==> src/rtl/llc_way_alloc.sv <==
module llc_way_alloc #(
  parameter int NUM_WAYS = 20,
  parameter int NUM_LP   = 8,
  parameter int NUM_SETS = 16
) (
  input  logic                        clk,
  input  logic                        rst_n,
  input  logic                        mask_we,
  input  logic [2:0]                  mask_idx,
  input  logic [NUM_WAYS-1:0]         mask_data,
  output logic                        mask_err,
  input  logic                        bind_we,
  input  logic [$clog2(NUM_LP)-1:0]   bind_lp,
  input  logic [1:0]                  bind_cls,
  input  logic                        req_valid,
  input  logic                        req_io,
  input  logic [$clog2(NUM_LP)-1:0]   req_lp,
  input  logic [$clog2(NUM_SETS)-1:0] req_set,
  input  logic [NUM_WAYS-1:0]         req_hits,
  output logic                        rsp_valid,
  output logic                        rsp_hit,
  output logic [$clog2(NUM_WAYS)-1:0] rsp_hit_way,
  output logic [$clog2(NUM_WAYS)-1:0] rsp_victim
);
  localparam int WAY_W   = $clog2(NUM_WAYS);
  localparam int NUM_MSK = 5;
  localparam logic [2:0] IO_IDX = 3'd4;

  logic [NUM_WAYS-1:0] mask_q [NUM_MSK];
  logic [1:0]          cls_q  [NUM_LP];
  logic [WAY_W-1:0]    ptr_q  [NUM_SETS];

  function automatic logic legal_mask(input logic [NUM_WAYS-1:0] m);
    logic [NUM_WAYS-1:0] low;
    low = m & (~m + 1'b1);
    return ($countones(m) >= 2) && (((m + low) & m) == '0);
  endfunction

  logic                wr_ok, wr_bad, any_hit;
  logic [2:0]          sel_idx;
  logic [NUM_WAYS-1:0] sel_mask;
  logic [WAY_W-1:0]    lo, hi, hit_way, cur_ptr, victim_next;

  assign wr_ok    = mask_we && (mask_idx <= IO_IDX) && legal_mask(mask_data);
  assign wr_bad   = mask_we && (mask_idx <= IO_IDX) && !legal_mask(mask_data);
  assign sel_idx  = req_io ? IO_IDX : {1'b0, cls_q[req_lp]};
  assign sel_mask = mask_q[sel_idx];
  assign any_hit  = |req_hits;
  assign cur_ptr  = ptr_q[req_set];

  always_comb begin
    lo = '0;
    hi = '0;
    for (int w = NUM_WAYS - 1; w >= 0; w--)
      if (sel_mask[w]) lo = WAY_W'(w);
    for (int w = 0; w < NUM_WAYS; w++)
      if (sel_mask[w]) hi = WAY_W'(w);
  end

  always_comb begin
    hit_way = '0;
    for (int w = NUM_WAYS - 1; w >= 0; w--)
      if (req_hits[w]) hit_way = WAY_W'(w);
  end

  assign victim_next = (cur_ptr >= lo && cur_ptr < hi) ? cur_ptr + 1'b1 : lo;

  always_ff @(posedge clk) begin
    if (!rst_n) begin
      for (int k = 0; k < NUM_MSK; k++) mask_q[k] <= '1;
      for (int p = 0; p < NUM_LP; p++) cls_q[p] <= '0;
      for (int s = 0; s < NUM_SETS; s++) ptr_q[s] <= WAY_W'(NUM_WAYS - 1);
      mask_err    <= 1'b0;
      rsp_valid   <= 1'b0;
      rsp_hit     <= 1'b0;
      rsp_hit_way <= '0;
      rsp_victim  <= '0;
    end else begin
      mask_err  <= wr_bad;
      rsp_valid <= req_valid;
      if (wr_ok) mask_q[mask_idx] <= mask_data;
      if (bind_we) cls_q[bind_lp] <= bind_cls;
      if (req_valid) begin
        rsp_hit     <= any_hit;
        rsp_hit_way <= any_hit ? hit_way : '0;
        rsp_victim  <= any_hit ? '0 : victim_next;
        if (!any_hit) ptr_q[req_set] <= victim_next;
      end
    end
  end

  assert_victim_in_mask_R6: assert property (@(posedge clk) disable iff (!rst_n)
    (req_valid && !any_hit) |-> sel_mask[victim_next]);

  assert_hit_way_hits_R5: assert property (@(posedge clk) disable iff (!rst_n)
    (req_valid && any_hit) |-> req_hits[hit_way]);

  assert_hit_keeps_ptr_R5: assert property (@(posedge clk) disable iff (!rst_n)
    (req_valid && any_hit) |=> ptr_q[$past(req_set)] == $past(cur_ptr));

  assert_response_next_R9: assert property (@(posedge clk) disable iff (!rst_n)
    req_valid |=> rsp_valid);

  for (genvar k = 0; k < NUM_MSK; k++) begin : g_mask_chk
    assert_reject_keeps_R2: assert property (@(posedge clk) disable iff (!rst_n)
      (wr_bad && mask_idx == 3'(k)) |=> $stable(mask_q[k]));
    assert_mask_shape_R3: assert property (@(posedge clk) disable iff (!rst_n)
      legal_mask(mask_q[k]));
  end
endmodule

==> config.mk <==
export PLATFORM = sky130hd
export DESIGN_NAME = llc_way_alloc
export DESIGN_NICKNAME = d
export VERILOG_FILES = /design/src/rtl/llc_way_alloc.sv
export SDC_FILE = /design/constraint.sdc
export NUM_CORES = 1
export LEC_CHECK = 0
export CAP_MARGIN = 20
export CORE_AREA = 2 2 161 163
export DETAILED_ROUTE_END_ITERATION = 10
export DIE_AREA = 0 0 163 165
export DONT_BUFFER_PORTS = 1
export PLACE_DENSITY_LB_ADDON = 0.05
export SLEW_MARGIN = 20
export SYNTH_ARGS = -nofsm -noshare
export SYNTH_HDL_FRONTEND = slang
export SYNTH_SLANG_ARGS = --single-unit
==> constraint.sdc <==
create_clock -name clk -period 7.3 [get_ports clk]
set_input_delay 0.365 -clock clk [delete_from_list [all_inputs] [get_ports clk]]
set_output_delay 0.365 -clock clk [all_outputs]
set_load 0.02 [all_outputs]
After elaboration in Yosys (flattened, before gate mapping)
Memory sizes are Yosys's and may differ from the RTL's.
Index checks and enable logic that the tools add are counted.
{"block": "word_totals", "ff_bits": 13, "mem_bits_rw": 196, "out_inout_bits": 13, "n_memories": 3}
{"block": "op_classes", "n_addsub": 22, "order_cmp": 4, "muxes": 83, "n_bitwise": 3, "reduce_logical": 11}
{"memory": "mask_q", "words": 5, "width": 20, "read_ports": 1, "rd_clocked_by_memory_dff": 0, "wr": 5, "line_no": "29", "text": "logic [NUM_WAYS-1:0] mask_q [NUM_MSK];"}
{"memory": "ptr_q", "words": 16, "width": 5, "read_ports": 1, "rd_clocked_by_memory_dff": 0, "wr": 16, "line_no": "31", "text": "logic [WAY_W-1:0] ptr_q [NUM_SETS];"}
{"memory": "cls_q", "words": 8, "width": 2, "read_ports": 1, "rd_clocked_by_memory_dff": 0, "wr": 8, "line_no": "30", "text": "logic [1:0] cls_q [NUM_LP];"}
{"op": "$mux W5", "count": 62}
{"op": "$and A20 B20 Y20", "count": 2}
{"op": "$reduce_or A20 Y1", "count": 2}
{"op": "$add A1 B1 Y2", "count": 10}
{"op": "$add A20 B1 Y20 const B", "count": 1}
{"op": "$add A20 B20 Y20", "count": 1}
{"op": "$logic_not A20 Y1", "count": 1}
{"op": "$mux W20", "count": 1}
{"op": "$not A20 Y20", "count": 1}
{"op": "$add A2 B2 Y3", "count": 5}
{"op": "$mux W1", "count": 15}
{"op": "$mux W3", "count": 3}
{"op": "$add A3 B3 Y4", "count": 2}
{"op": "$add A5 B3 Y6", "count": 1}
{"op": "$ge A6 B2 Y1 const B", "count": 1}
{"op": "$add A4 B4 Y5", "count": 1}
{"op": "$add A5 B1 Y5 const B", "count": 1}
{"op": "$ge A5 B5 Y1", "count": 1}
{"op": "$logic_and A1 B1 Y1", "count": 5}
{"op": "$lt A5 B5 Y1", "count": 1}
{"op": "$reduce_or A5 Y1", "count": 1}
{"op": "$mux W4", "count": 1}
{"op": "$le A3 B3 Y1 const B", "count": 1}
{"op": "$mux W2", "count": 1}
{"op": "other kinds (2)", "count": 2}

Depth between registers and ports, before layout
An unclocked memory read counts as a cell.
{"block": "depth", "depth_word": 27, "depth_mapped": 25}

Least setup slack after synthesis
Ideal clock, no wire load.
{"block": "synth_path", "path_type": "input to register", "start": "input mask_data[7]", "end": "memory mask_q[2][0] (enable)", "setup_ns": 0.377, "arrival_ns": 6.166, "required_ns": 6.923, "slack_ns": 0.758, "path_stages": 21, "n_path_buf": 3, "path_cell_list": "clkbuf_1 > clkinv_1 > fa_1 > fa_1 > fa_1 > fa_1 > fa_1 > inv_1 > ha_1 > fa_1 > nor4_1 > a221o_1 > a211oi_1 > nand3_1 > nor3_1 > o211ai_1 > nor4b_2 > buf_2 > nand3b_1 > clkbuf_1 > nand2_1"}
{"item": "start: declaration", "line_no": "10", "text": "input logic [NUM_WAYS-1:0] mask_data,"}
{"item": "end: declaration", "line_no": "29"}

==> out/summary.txt <==
Vias per cell - 6.046
Initial Util - 0.4738
H-tree Lvls - 1
CTS clk-pin slew, worst paths - 0.06 ns
Outcome - completed
CP Launch Type - primary input
Most used routing layer in global routing - met1
Area of the multi-input gates - 0.005243 mm²
Root Buffer - clkbuf_16
Cell total after placement - 1380
Buffers on Ports - 0
CP max FO - 20
Syn_nets - 1195
Overflow after GRT - 0
Die area - 0.02690 mm²
Worst vdd ir - 161.1 µV
Pwr/cell area - 234.2 mW/mm²
FF-to-FF path depth - 22
Fraction of registers with async set/reset - 0
Total Routing Usage GR - 0.2391
Maximum root-to-sink buffer count - 3
Post-CTS Hold Buffers - 3
CP required - 7.52 ns
Final WL - 31.26 mm
Cell taking the most area after synthesis - edfxtp_1
Met3 usage - 0.04520
Largest net degree at the start of global routing - 50
Number of synthesized flops with an enable pin - 196
Worst EP arrival - 6.40 ns
Cell area after synthesis - 0.01186 mm²
Flop2flop setup slack - 1.23 ns
Worst relative slew slack - 0.3294
Fin Setup TNS - 0 ns
Remaining DRCs - 0
TritonCTS clock tree - yes
Leak - 4.176 nW
Setup violation total in the final timing report - 0
Hold depth - 1
Worst-Margin Slew - 1.006 ns
Fmax - 161.7 MHz
Power Total - 0.003031 W
Wire length per cell - 21.94 µm
GPL Wtd Cong - 0.8700
Commonest non-fill, non-tap cell in the layout - edfxtp_1
Synth Register Bits - 209
Drt first-iter violations - 834
Area Growth Syn to Fin - 9.093%
Dominant synthesized flop cell - edfxtp_1
Reg2Reg Launch Point - cls_q[6][0]
Mapped Cells - 1098
Initial antenna violation count - 1
FF/Latch Area - 0.006146 mm²
DP HPWL - 22.36 mm
Post-CTS Setup Bufs - 0
Pre-antenna DRT Iters - 6
Setup CP Type - primary input to flip-flop
Final instance area - 0.01294 mm²
Layout net count - 1176
Minimum clock period - 6.183 ns
Final Hold Fails - 0
RSZ-0062 raised after global routing - no
Reg2reg end - ptr_q[12][3]
Post-synth top area share - 0.4962
Sequential area share after synthesis - 0.5181
Maxcap violations - 0
Final hold slack - 0.01618 ns
Final Cycle Share - 0.8470
Synth cell types - 80
Post-route ant nets - 0
Area after DPL - 0.01213 mm²
Die width - 163 µm
Max-slew violations - 0
ANT cells - 0
HP Class - primary input to flip-flop
Endpoint, Worst Hold - mask_q[3][12]
Site row count - 58
Die height - 165 µm
FILL cells - 2262
Skew-Pair Late Insertion Delay - 0.52 ns
Setup Skew - 0.01995 ns
Total core area - 0.02504 mm²
Via count - 8615
Vias in the first global route - 8513
Hold wc startpoint - mask_idx[1]
Met2 GRT Util - 0.3588
Count of non-filler cells in the finished layout - 1425
Most frequent cells in the layout - edfxtp_1, nand2_1, nor2_1
Critical Path End Type - flip-flop
Avg Cell Area, Syn - 10.80 µm²
Share of cells above drive strength 1 - 0.1050
YS warnings - 0
Post-CTS Resized - 0
Total clock sinks - 209
Met1 Track Usage GR - 0.3640
First-pass GRT wire length - 48.89 mm
CTS Buf Count - 23
I/O pin cnt - 74
Main area contributors after synthesis - edfxtp_1, mux4_2, nand2_1
## worst max-delay path, stage by stage
cell,delay [ns]
clkinv_1,0.27
fa_1,0.62
fa_1,0.44
fa_1,0.54
fa_1,0.44
fa_1,0.49
inv_1,0.04
ha_1,0.20
fa_1,0.50
nor4_1,0.06
a221o_1,0.33
a211oi_1,0.20
nand3_1,0.13
nor3_1,0.23
o211ai_1,0.24
nor4b_4,0.33
buf_4,0.28
nand3_1,0.15
nand2_1,0.34
buf_12,0.20
## per-stage QoR
stage | worst slack [ns] | utilization
finish | 1.117 | 0.5168
global route | 0.7587 | 0.5168
CTS | 1.171 | 0.5164
detailed placement | 0.6753 | 0.4845
global placement | 0.8185 | 0.4845
floorplan | 0.7577 | -
## area by class of cell
class | instances | share of cell area
clock buffer | 25 | 0.04670
clock inverter | 16 | 0.01286
inverter | 46 | 0.01334
multi-input combinational | 776 | 0.4051
sequential | 209 | 0.4750
tap | 330 | 0.03191
timing repair buffer | 23 | 0.01508
## worst max-delay path by stage
stage | from | to | slack (ns) | cells after the start
2_1_floorplan | mask_data[7] | mask_q[2][0] | 0.76 | 21
3_3_place_gp | mask_data[7] | mask_q[3][3] | 0.82 | 21
3_5_place_dp | mask_data[7] | mask_q[3][3] | 0.68 | 21
4_1_cts | cls_q[6][0] | ptr_q[12][3] | 1.17 | 22
5_1_grt | cls_q[6][0] | ptr_q[0][0] | 0.76 | 23
6_report | mask_data[9] | mask_q[3][10] | 1.12 | 20
## state kept, by name, summed over array words and instances (netlist names)
| register | count |
|---|---|
| rsp_victim | 5 |
| mask_q | 100 |
| cls_q | 16 |
| rsp_hit | 1 |
| rsp_hit_way | 5 |
| mask_err | 1 |
| rsp_valid | 1 |
| ptr_q | 80 |
## synth_stat cells (10+ instances only)
| cell type | instances |
|---|---|
| nor3_1 | 29 |
| a31oi_1 | 11 |
| or3_1 | 10 |
| nor2_1 | 99 |
| clkbuf_1 | 49 |
| mux4_2 | 27 |
| mux2i_1 | 16 |
| inv_1 | 42 |
| nand3_1 | 37 |
| edfxtp_1 | 196 |
| a32oi_1 | 12 |
| nor2b_1 | 10 |
| dfxtp_1 | 13 |
| nand2_1 | 155 |
| nand4_1 | 38 |
| o21ai_0 | 36 |
| nand2b_1 | 50 |
| o21ai_1 | 14 |
| a21oi_1 | 36 |
| or2_2 | 11 |
| ha_1 | 22 |
| fa_1 | 14 |
## where the power goes
| part | internal, W | switching [W] |
|---|---|---|
| combinational | 0.000180 | 0.000297 |
| clock | 0.000707 | 0.000473 |
| sequential | 0.00135 | 0.0000239 |
| total | 0.00224 | 0.000794 |
## kinds of logic after synthesis
| logic type | after synthesis | share of synthesized area |
|---|---|---|
| compound gates | 199 | 0.1172 |
| mux | 53 | 0.07627 |
| buf+inv | 113 | 0.04061 |
| flops | 209 | 0.5181 |
| fa+ha+maj | 36 | 0.04684 |
| simple gates | 484 | 0.1980 |
| xor+xnor | 4 | 0.002954 |
## metal layers
layer  part of all wire  routed length (µm)
met1               0.46               14360
met2               0.44               13740
met3              0.087                2734
met4              0.014                 433
met5                  0                   0
(Power assumes the default switching activity.)
